==> config.mk <==
export PLATFORM = sky130hd
export DESIGN_NAME = cbts_tx_slave
export DESIGN_NICKNAME = d
export VERILOG_FILES = /design/src/rtl/cbts_pkg.sv /design/src/rtl/cbts_addr_dec.sv /design/src/rtl/cbts_port_ctl.sv /design/src/rtl/cbts_cell_ram.sv /design/src/rtl/cbts_tx_slave.sv
export SDC_FILE = /design/constraint.sdc
export NUM_CORES = 2
export LEC_CHECK = 0
export BUFFER_PORTS_ARGS = -buffer_cell sky130_fd_sc_hd__buf_2
export CORE_MARGIN = 4
export CORE_UTILIZATION = 57
export DETAILED_ROUTE_END_ITERATION = 6
export PLACE_DENSITY = 0.77
export SETUP_SLACK_MARGIN = 0.1
export SYNTH_ARGS = -nofsm -noshare
export SYNTH_HDL_FRONTEND = slang
export SYNTH_HIERARCHICAL = 1
export SYNTH_SLANG_ARGS = --single-unit
==> constraint.sdc <==
create_clock -name clk -period 5.3 [get_ports clk]
set_input_delay 1.06 -clock clk [delete_from_list [all_inputs] [get_ports clk]]
set_output_delay 1.06 -clock clk [all_outputs]
set_load 0.1 [all_outputs]
==> src/rtl/cbts_pkg.sv <==
package cbts_pkg;
  localparam int unsigned DEF_PORTS      = 4;
  localparam int unsigned DEF_DATA_W     = 8;
  localparam int unsigned DEF_ADDR_W     = 5;
  localparam int unsigned DEF_CELL_BYTES = 53;

  function automatic int unsigned idx_width(input int unsigned n);
    return (n > 1) ? $clog2(n) : 1;
  endfunction
endpackage

==> src/rtl/cbts_addr_dec.sv <==
module cbts_addr_dec #(
  parameter int unsigned NP = 4,
  parameter int unsigned AW = 5,
  parameter int unsigned PW = 2
) (
  input  logic [NP*AW-1:0] cfg_i,
  input  logic [AW-1:0]    addr_i,
  output logic             hit_o,
  output logic [PW-1:0]    idx_o
);
  logic [NP-1:0] match;

  for (genvar p = 0; p < NP; p++) begin : g_cmp
    assign match[p] = (cfg_i[p*AW +: AW] == addr_i);
  end

  always_comb begin
    hit_o = |match;
    idx_o = '0;
    for (int i = NP - 1; i >= 0; i--) begin
      if (match[i]) idx_o = PW'(i);
    end
  end
endmodule

==> src/rtl/cbts_port_ctl.sv <==
module cbts_port_ctl #(
  parameter int unsigned CELL_BYTES = 53,
  parameter int unsigned IW         = 6
) (
  input  logic          clk,
  input  logic          rst,
  input  logic          beat_i,
  input  logic          soc_i,
  input  logic          drain_i,
  output logic          we_o,
  output logic [IW-1:0] widx_o,
  output logic          full_o,
  output logic          runt_o
);
  logic [IW-1:0] idx_q;
  logic          full_q;
  logic          runt_q;
  logic          take;
  logic          started;
  logic          last;

  assign take    = beat_i & ~full_q;
  assign started = (idx_q != '0);
  assign we_o    = take & (soc_i | started);
  assign widx_o  = soc_i ? '0 : idx_q;
  assign last    = we_o & (widx_o == IW'(CELL_BYTES - 1));

  always_ff @(posedge clk) begin
    if (rst) begin
      idx_q  <= '0;
      full_q <= 1'b0;
      runt_q <= 1'b0;
    end else begin
      runt_q <= take & soc_i & started;
      full_q <= (full_q & ~drain_i) | last;
      if (we_o) idx_q <= last ? '0 : widx_o + 1'b1;
    end
  end

  assign full_o = full_q;
  assign runt_o = runt_q;
endmodule

==> src/rtl/cbts_cell_ram.sv <==
module cbts_cell_ram #(
  parameter int unsigned DW    = 8,
  parameter int unsigned DEPTH = 212,
  parameter int unsigned RAW   = 8
) (
  input  logic           clk,
  input  logic           we_i,
  input  logic [RAW-1:0] waddr_i,
  input  logic [DW-1:0]  wdata_i,
  input  logic [RAW-1:0] raddr_i,
  output logic [DW-1:0]  rdata_o
);
  logic [DW-1:0] mem [DEPTH];

  always_ff @(posedge clk) begin
    if (we_i) mem[waddr_i] <= wdata_i;
    rdata_o <= mem[raddr_i];
  end
endmodule

==> src/rtl/cbts_tx_slave.sv <==
module cbts_tx_slave
  import cbts_pkg::*;
#(
  parameter int unsigned NP         = DEF_PORTS,
  parameter int unsigned DW         = DEF_DATA_W,
  parameter int unsigned AW         = DEF_ADDR_W,
  parameter int unsigned CELL_BYTES = DEF_CELL_BYTES,
  localparam int unsigned PW        = idx_width(NP),
  localparam int unsigned IW        = idx_width(CELL_BYTES)
) (
  input  logic             clk,
  input  logic             rst,
  input  logic [NP*AW-1:0] cfg_addr_i,
  input  logic [AW-1:0]    bus_addr_i,
  input  logic [DW-1:0]    bus_data_i,
  input  logic             bus_par_i,
  input  logic             bus_soc_i,
  input  logic             bus_en_n_i,
  output logic             space_o,
  output logic             space_oe_o,
  input  logic [NP-1:0]    drain_i,
  input  logic [PW-1:0]    rd_port_i,
  input  logic [IW-1:0]    rd_idx_i,
  output logic [DW-1:0]    rd_data_o,
  output logic [NP-1:0]    par_err_o,
  output logic [NP-1:0]    runt_o
);
  localparam int unsigned DEPTH = NP * CELL_BYTES;
  localparam int unsigned RAW   = idx_width(DEPTH);

  logic          hit;
  logic [PW-1:0] hit_idx;
  logic [PW-1:0] sel_q;
  logic          selv_q;
  logic          accept;
  logic          bad_par;
  logic [NP-1:0] we_vec;
  logic [NP-1:0] full_vec;
  logic [IW-1:0] widx_arr [NP];
  logic          ram_we;
  logic [RAW-1:0] ram_waddr;
  logic [RAW-1:0] ram_raddr;
  logic          sp_q;
  logic          oe_q;
  logic [NP-1:0] perr_q;

  cbts_addr_dec #(.NP(NP), .AW(AW), .PW(PW)) u_dec (
    .cfg_i  (cfg_addr_i),
    .addr_i (bus_addr_i),
    .hit_o  (hit),
    .idx_o  (hit_idx)
  );

  // selection latch: a matching address with enable high picks the port
  always_ff @(posedge clk) begin
    if (rst) begin
      sel_q  <= '0;
      selv_q <= 1'b0;
    end else if (bus_en_n_i && hit) begin
      sel_q  <= hit_idx;
      selv_q <= 1'b1;
    end
  end

  assign accept  = ~bus_en_n_i & selv_q;
  assign bad_par = ~(^{bus_data_i, bus_par_i});

  for (genvar p = 0; p < NP; p++) begin : g_port
    cbts_port_ctl #(.CELL_BYTES(CELL_BYTES), .IW(IW)) u_ctl (
      .clk     (clk),
      .rst     (rst),
      .beat_i  (accept && (sel_q == PW'(p))),
      .soc_i   (bus_soc_i),
      .drain_i (drain_i[p]),
      .we_o    (we_vec[p]),
      .widx_o  (widx_arr[p]),
      .full_o  (full_vec[p]),
      .runt_o  (runt_o[p])
    );
  end

  always_comb begin
    ram_we    = |we_vec;
    ram_waddr = RAW'(sel_q) * RAW'(CELL_BYTES) + RAW'(widx_arr[sel_q]);
    ram_raddr = RAW'(rd_port_i) * RAW'(CELL_BYTES) + RAW'(rd_idx_i);
  end

  cbts_cell_ram #(.DW(DW), .DEPTH(DEPTH), .RAW(RAW)) u_ram (
    .clk     (clk),
    .we_i    (ram_we),
    .waddr_i (ram_waddr),
    .wdata_i (bus_data_i),
    .raddr_i (ram_raddr),
    .rdata_o (rd_data_o)
  );

  // poll response and parity flags, registered
  always_ff @(posedge clk) begin
    if (rst) begin
      oe_q   <= 1'b0;
      sp_q   <= 1'b0;
      perr_q <= '0;
    end else begin
      oe_q <= hit;
      sp_q <= hit & ~full_vec[hit_idx];
      for (int p = 0; p < NP; p++) begin
        perr_q[p] <= accept && (sel_q == PW'(p)) && bad_par;
      end
    end
  end

  assign space_o    = sp_q;
  assign space_oe_o = oe_q;
  assign par_err_o  = perr_q;
endmodule

== After elaboration in Yosys (flattened, before gate mapping) ==
Memory sizes are Yosys's and may differ from the RTL's. A register that Yosys moved wholly into a read port is not among the register bits.
Cells that the tools add are included.

* Register bits: 41
* Memory bits (writable): 1,696
* Bits of input ports: 50
* Output and inout port bits: 18
* Logic and storage cells: 121
* Memories: 1

* Add/subtract/negate cells: 6
* $mul: 2
* Magnitude comparators: 2
* Equality and inequality tests: 11
* Muxes and demuxes: 19
* Bitwise operators: 46
* Reduce and logical (&&, ||, !) cells: 17

{| class="wikitable"
|+ Memory list
! memory !! depth !! bits a word !! rd ports !! clocked after Yosys merged registers in !! write ports !! RTL line !! RTL
|-
| u_ram.mem || 212 || 8 || 1 || 1 || 1 || cbts_cell_ram.sv:13 || <nowiki>logic [DW-1:0] mem [DEPTH];</nowiki>
|}

{| class="wikitable"
|+ Operators by type and width
! cell !! count
|-
| 6-bit two-way mux || 10
|-
| 1-bit AND || 26
|-
| 6-bit by 1-bit adder with 6-bit output, second input constant || 4
|-
| 6-bit equality test, second input constant || 4
|-
| 6-bit nonzero test || 4
|-
| 5-bit equality test || 4
|-
| 8-bit by 6-bit adder with 8-bit output || 2
|-
| 2-bit by 6-bit multiplier with 8-bit output, second input constant || 2
|-
| 6-bit binary-select mux with 2-bit select || 1
|-
| 1-bit inverter || 11
|-
| 1-bit logical AND || 9
|-
| 9-bit parity || 1
|-
| 2-bit two-way mux || 4
|-
| 1-bit bitwise OR || 8
|-
| 4-bit OR reduction || 2
|-
| 2-bit equality test, second input constant || 2
|-
| 3-bit >= comparator, second input constant || 1
|-
| 2-bit by 3-bit less-than comparator with 1-bit output, second input constant || 1
|-
| 1-bit two-way mux || 3
|-
| 2-bit inverter with 3-bit output || 1
|-
| 1-bit binary-select mux with 2-bit select || 1
|-
| 2-bit by 1-bit equality test with 1-bit output, second input constant || 1
|-
| 2-bit zero test || 1
|}

== Logic depth before layout (Yosys ltp) ==
* Word-level depth: 9
* Gate-level depth with buffers: 16
* Gate-level depth less buffers: 15

== Modules after synthesis ==
Netlist, hierarchy kept.

{| class="wikitable"
|+ By module, submodules not included
! module !! instances !! cells each !! area an instance (sq um) !! seq. area each (sq um)
|-
| cbts_cell_ram || 1 || 3,067 || 66,118.4 || 51,089.0
|-
| cbts_port_ctl (g_port[1].u_ctl ...) || 3 || 57 || 454.2 || 160.2
|-
| cbts_tx_slave || 1 || 125 || 1,236.2 || 180.2
|-
| cbts_port_ctl (g_port[0].u_ctl) || 1 || 61 || 501.7 || 160.2
|-
| cbts_addr_dec || 1 || 34 || 262.8 || 0.0
|}

== Worst setup path after synthesis ==
Ideal clock, no wire load.

* Kind: input to register
* Start point: in bus_soc_i
* End point: mem u_ram.mem[114][0], enable pin
* Library setup time: 0.383 ns
* Data arrival time: 4.635 ns
* Slack: 0.282 ns
* Stages on the path: 15
* Buffers on the path: 1
* Cells stage by stage: clkbuf_1 -> nor2b_1 -> mux4_2 -> ha_1 -> ha_1 -> fa_1 -> a21o_1 -> a21oi_1 -> o21bai_1 -> a21o_1 -> nor2b_1 -> nand3_1 -> nor2_1 -> nand2_1 -> nor3_1

{| class="wikitable"
|+ RTL lines
! what !! RTL line !! RTL
|-
| from (decl) || cbts_tx_slave.sv:17 || <nowiki>input logic bus_soc_i,</nowiki>
|-
| to (decl) || cbts_cell_ram.sv:13 ||
|}

== Worst setup path in the final report ==
* Start point: in rd_port_i[0]
* End point: reg u_ram.rdata_o[4] (read register of u_ram.mem)

* Word-level cells in the longest chain between the ends: 2

{| class="wikitable"
|+ RTL lines
! what !! RTL line !! RTL
|-
| from (decl) || cbts_tx_slave.sv:22 || <nowiki>input logic [PW-1:0] rd_port_i,</nowiki>
|-
| 2-bit by 6-bit multiplier with 8-bit output || cbts_tx_slave.sv:85 || <nowiki>ram_raddr = RAW'(rd_port_i) * RAW'(CELL_BYTES) + RAW'(rd_idx_i);</nowiki>
|-
| 8-bit by 6-bit adder with 8-bit output || cbts_tx_slave.sv:85 ||
|-
| net ram_raddr[4] || cbts_tx_slave.sv:42 || <nowiki>logic [RAW-1:0] ram_raddr;</nowiki>
|-
| to (decl) || cbts_cell_ram.sv:11 || <nowiki>output logic [DW-1:0] rdata_o</nowiki>
|}

The timed path passes the listed nets, and every way through them passes these cells.
A chain may end at the register's enable or synchronous reset.

==> impl_results.md <==
- EDFF count, synth: 1,696
- Largest family of logic cells by synthesized area: multiplexers
- Clock-pin transition on the worst setup and hold timing paths: 0.06 ns
- Post-synthesis xor/xnor area fraction: 0.00497
- Clk pwr share: 0.372
- Critical path depth in cells: 13
- Largest net degree at the start of global routing: 177
- CTS root buf: clkbuf_16
- Mapped Area: 69,500 sq um
- Drt total wl: 183,000 um
- Row count: 127
- Register-to-Register Path Depth: 15
- Worst path buffer plus inverter count: 2
- Synth Warn #: 6
- Max-cap viol count: 0
- Crit path max-delay family: compound AO/OA/AOI/OAI gates
- HP Class: reg2reg
- Worst endpoint data arrival time: 5.23 ns
- Layout cells sized above 1: 0.301
- Crit-path max FO: 12
- Initial antenna violation count: 7
- Overall routing resource usage: 0.294
- Final Hold Vio Count: 0
- Worst skew pair latency: 0.80 ns
- Worst Skew: 0.0296 ns
- Fin. max-slew vios: 0
- H-tree depth: 4
- Initial core utilization: 0.577
- Final setup TNS: 0 ns
- Vias in the first global route: 38,400
- First-pass DRT Iterations: 6
- Critical Path RT: 5.95 ns
- Unrepaired setup endpoints after global routing: no
- Synthesized netlist net count: 3,542
- Total grt overflow: 0
- Top_reg_cell synth: edfxtp_1
- Total power: 30.9 mW
- Most used cell, CP: ha_1
- CTS Sinks: 1,745
- Crit path launch type: primary input
- Mux cell area share after synthesis: 0.153
- Die ar.: 128,000 sq um
- Resized Gates After CTS: 0
- Layout fillers: 7,583
- Clock Path Buffers: 3
- Final cell utilization of the core: 0.663
- Chip height: 357 um
- Post-DR vias/cell: 6.66
- ANT nets after route: 0
- FFs w/ async S/R, synth: 0
- Synth-to-Final Area Change: 14.9%
- Sequential fraction of the synthesis area: 0.747
- Port Buffers: 67
- CTS Buf Count: 164
- Worst-Margin Slew: 1.33 ns
- Yosys cell types: 70
- Postcts setup bufs: 0
- Max IR drop VDD: 0.461 mV
- Max Fclk: 219 MHz
- Post-DP HPWL: 115,000 um
- Compound-Gate Fraction of Synth Area: 0.0305
- RR Startpoint: sel_q[0]
- Crit Path Class: in2reg
- Final setup fails: 0
- DRT iter0 DRCs: 6,420
- Crit-path slowest cell: xnor2_2
- Lkg Pwr: 26.2 nW
- Layout Nets: 4,043
- CP endpoint: u_ram/rdata_o[4]
- Post-synthesis adder-cell area fraction: 0.00655
- Max stage delay on crit path: 0.91 ns
- Worst slew margin: 0.108
- First-pass GRT wire length: 269,000 um
- Core Region: 120,000 sq um
- IO Pins: 68
- Sequential Power Share: 0.493
- Detailed-route DRC error count: 0
- Combinational group share of total power: 0.136
- Avg Synthesized Cell Area: 20.1 sq um
- Post-Syn Instances: 3,458
- Crit share post-route: 0.863
- Via Count: 38,000
- Switching share of total power: 0.254
- TritonCTS clock tree: built
- Reg2reg setup slack: 0.85 ns
- GPL Wtd Cong: 0.919
- CP Launch Point: rd_port_i[0]
- CP endpoint kind: flop
- FF-to-FF End: u_ram/mem[148][3]
- Power Density: 387 nW/um^2
- Critical-path cell list: buf_2 -> ha_1 -> ha_1 -> a21o_1 -> a21oi_1 -> xnor2_2 -> nor2b_2 -> buf_4 -> a22o_1 -> a221oi_1 -> o22ai_1 -> nor4_1 -> nor3_1
- Routed length per placed instance: 32.1 um
- Status: completed
- Final min period: 4.58 ns
- Die width: 357 um
- Hold-fix buffers, CTS: 0
- NetSw: 7.85 mW
- Post-synthesis simple-gate area fraction: 0.0406
- FF+latch count, synth: 1,745
- Int Power: 23.1 mW
[how the worst min path moves through the flow]
| stage | startpoint | to | slack, ns | cells after the start |
|---|---|---|---|---|
| detailed placement | selv_q | selv_q | 0.45 | 2 |
| finish | selv_q | selv_q | 0.46 | 2 |
| global route | selv_q | selv_q | 0.48 | 2 |
| global placement | selv_q | selv_q | 0.44 | 2 |
| floorplan | selv_q | selv_q | 0.43 | 2 |
| CTS | selv_q | selv_q | 0.46 | 2 |
[layout by cell type (no fill, tap or decap), types with 19 or more instances in the layout]
cell type and n:
nor2_1 244, buf_2 59, mux2i_1 89, inv_1 28, edfxtp_1 1696, a21oi_1 60
nor2b_1 58, buf_12 21, nand3_1 45, clkbuf_16 167, buf_4 437, nand2_1 107
a22oi_1 57, o21ai_0 22, nand2b_1 19, ha_1 28, dfxtp_1 49, mux4_2 425
clkbuf_1 33, clkinv_1 38, nor3_1 37, o221ai_1 24, clkinv_2 33
[registers in the layout (all words and copies together), names as in the netlist]
register             cells
space_o                  1
par_err_o                4
g_port.u_ctl/runt_o      4
space_oe_o               1
g_port.u_ctl/idx_q      24
u_ram/mem             1696
u_ram/rdata_o            8
g_port.u_ctl/full_o      4
selv_q                   1
sel_q                    2
[cells in the mapped netlist, types with 5 or more instances]
library cell	instances	share of area
o311a_1	5	0.00072
nand2b_1	19	0.0017
nor3b_1	7	0.00076
o211ai_1	8	0.00086
and2_1	8	0.00072
edfxtp_1	1696	0.73
o31ai_1	9	0.00097
o21ai_0	22	0.0016
a21o_1	7	0.00076
mux4_2	425	0.14
a21oi_1	60	0.0043
and4_1	5	0.00063
inv_1	28	0.0015
xnor2_1	19	0.0024
nor3_1	37	0.0027
a22o_1	14	0.0018
nor2b_1	62	0.0056
a211oi_1	14	0.0015
mux2i_1	89	0.013
clkbuf_1	74	0.0040
buf_6	15	0.0024
o22ai_1	16	0.0014
nand3b_1	5	0.00054
buf_2	57	0.0041
a311oi_1	7	0.00088
xor2_1	16	0.0020
and3_1	9	0.00081
a221oi_1	14	0.0018
nor2_1	246	0.013
nand3_1	46	0.0033
buf_1	12	0.00065
a22oi_1	57	0.0062
ha_1	30	0.0054
mux2_2	17	0.0028
nor4_1	13	0.0012
nand4_1	7	0.00063
o221ai_1	24	0.0030
o21ai_1	8	0.00058
nor3_2	6	0.00086
nand2_1	107	0.0058
buf_4	27	0.0029
dfxtp_1	49	0.014
[final cells by class]
cell class              count  area (sq um)  area share
clock buffers             200          4300      0.0539
well taps                1612          2020      0.0253
multi-input cells        1493         16500       0.206
repair buffers            525          4090      0.0512
inverters                  30           113     0.00141
diodes                      3          7.51   0.0000940
flip-flops and latches   1745         51900       0.650
clock inverters           101           933      0.0117
[per-stage QoR]
step / std cells / cell area, sq um / setup WS [ns] / hold WS [ns]
floorplan: 3458 / 69500 / 0.282 / 0.429
global placement: 5405 / 74600 / 0.239 / 0.444
detailed placement: 5405 / 74600 / 0.108 / 0.448
CTS: 5706 / 79800 / 0.879 / 0.464
global route: 5706 / 79800 / 0.591 / 0.484
finish: 5709 / 79800 / 0.724 / 0.463
[routing by layer]
metal  GRT usage  share of wire  vias to the layer above
li1            -              -                    15200
met4       0.125          0.050                        0
met3      0.0858           0.13                      500
met1       0.404           0.35                    19400
met5           0              0                        -
met2       0.448           0.47                     2858
[power groups by stage]
stage	sequential (mW)	clock (mW)	combinational, mW
finish	15.2	11.5	4.19
global route	15.2	12.3	4.30
CTS	15.2	11.6	4.09
detailed placement	15.5	0	4.05
global placement	15.5	0	3.99
floorplan	15.7	0	2.13
[cells by family (layout without fill, tap and decap cells)]
group,count (synthesis),in the layout
AO/OA/AOI/OAI,295,295
AND/OR/NAND/NOR,596,596
adder cells (fa/ha/maj),34,34
multiplexers,531,531
flip-flops,1745,1745
other,0,3
buffers and inverters,220,856
XOR/XNOR,37,37
[worst register-to-register path, cell delays in order (launching register included)]
cell      delay (ns)
dfxtp_1         0.52
buf_4           0.26
mux4_2          0.54
ha_1            0.34
fa_1            0.43
a21o_1          0.17
a21oi_1         0.21
buf_4           0.15
xnor2_1         0.09
buf_4           0.17
nor2b_1         0.15
buf_4           0.17
and3_1          0.30
nand3b_1        0.19
nor3_1          0.24
buf_4           0.23
Power figures use the tool's default switching activity.
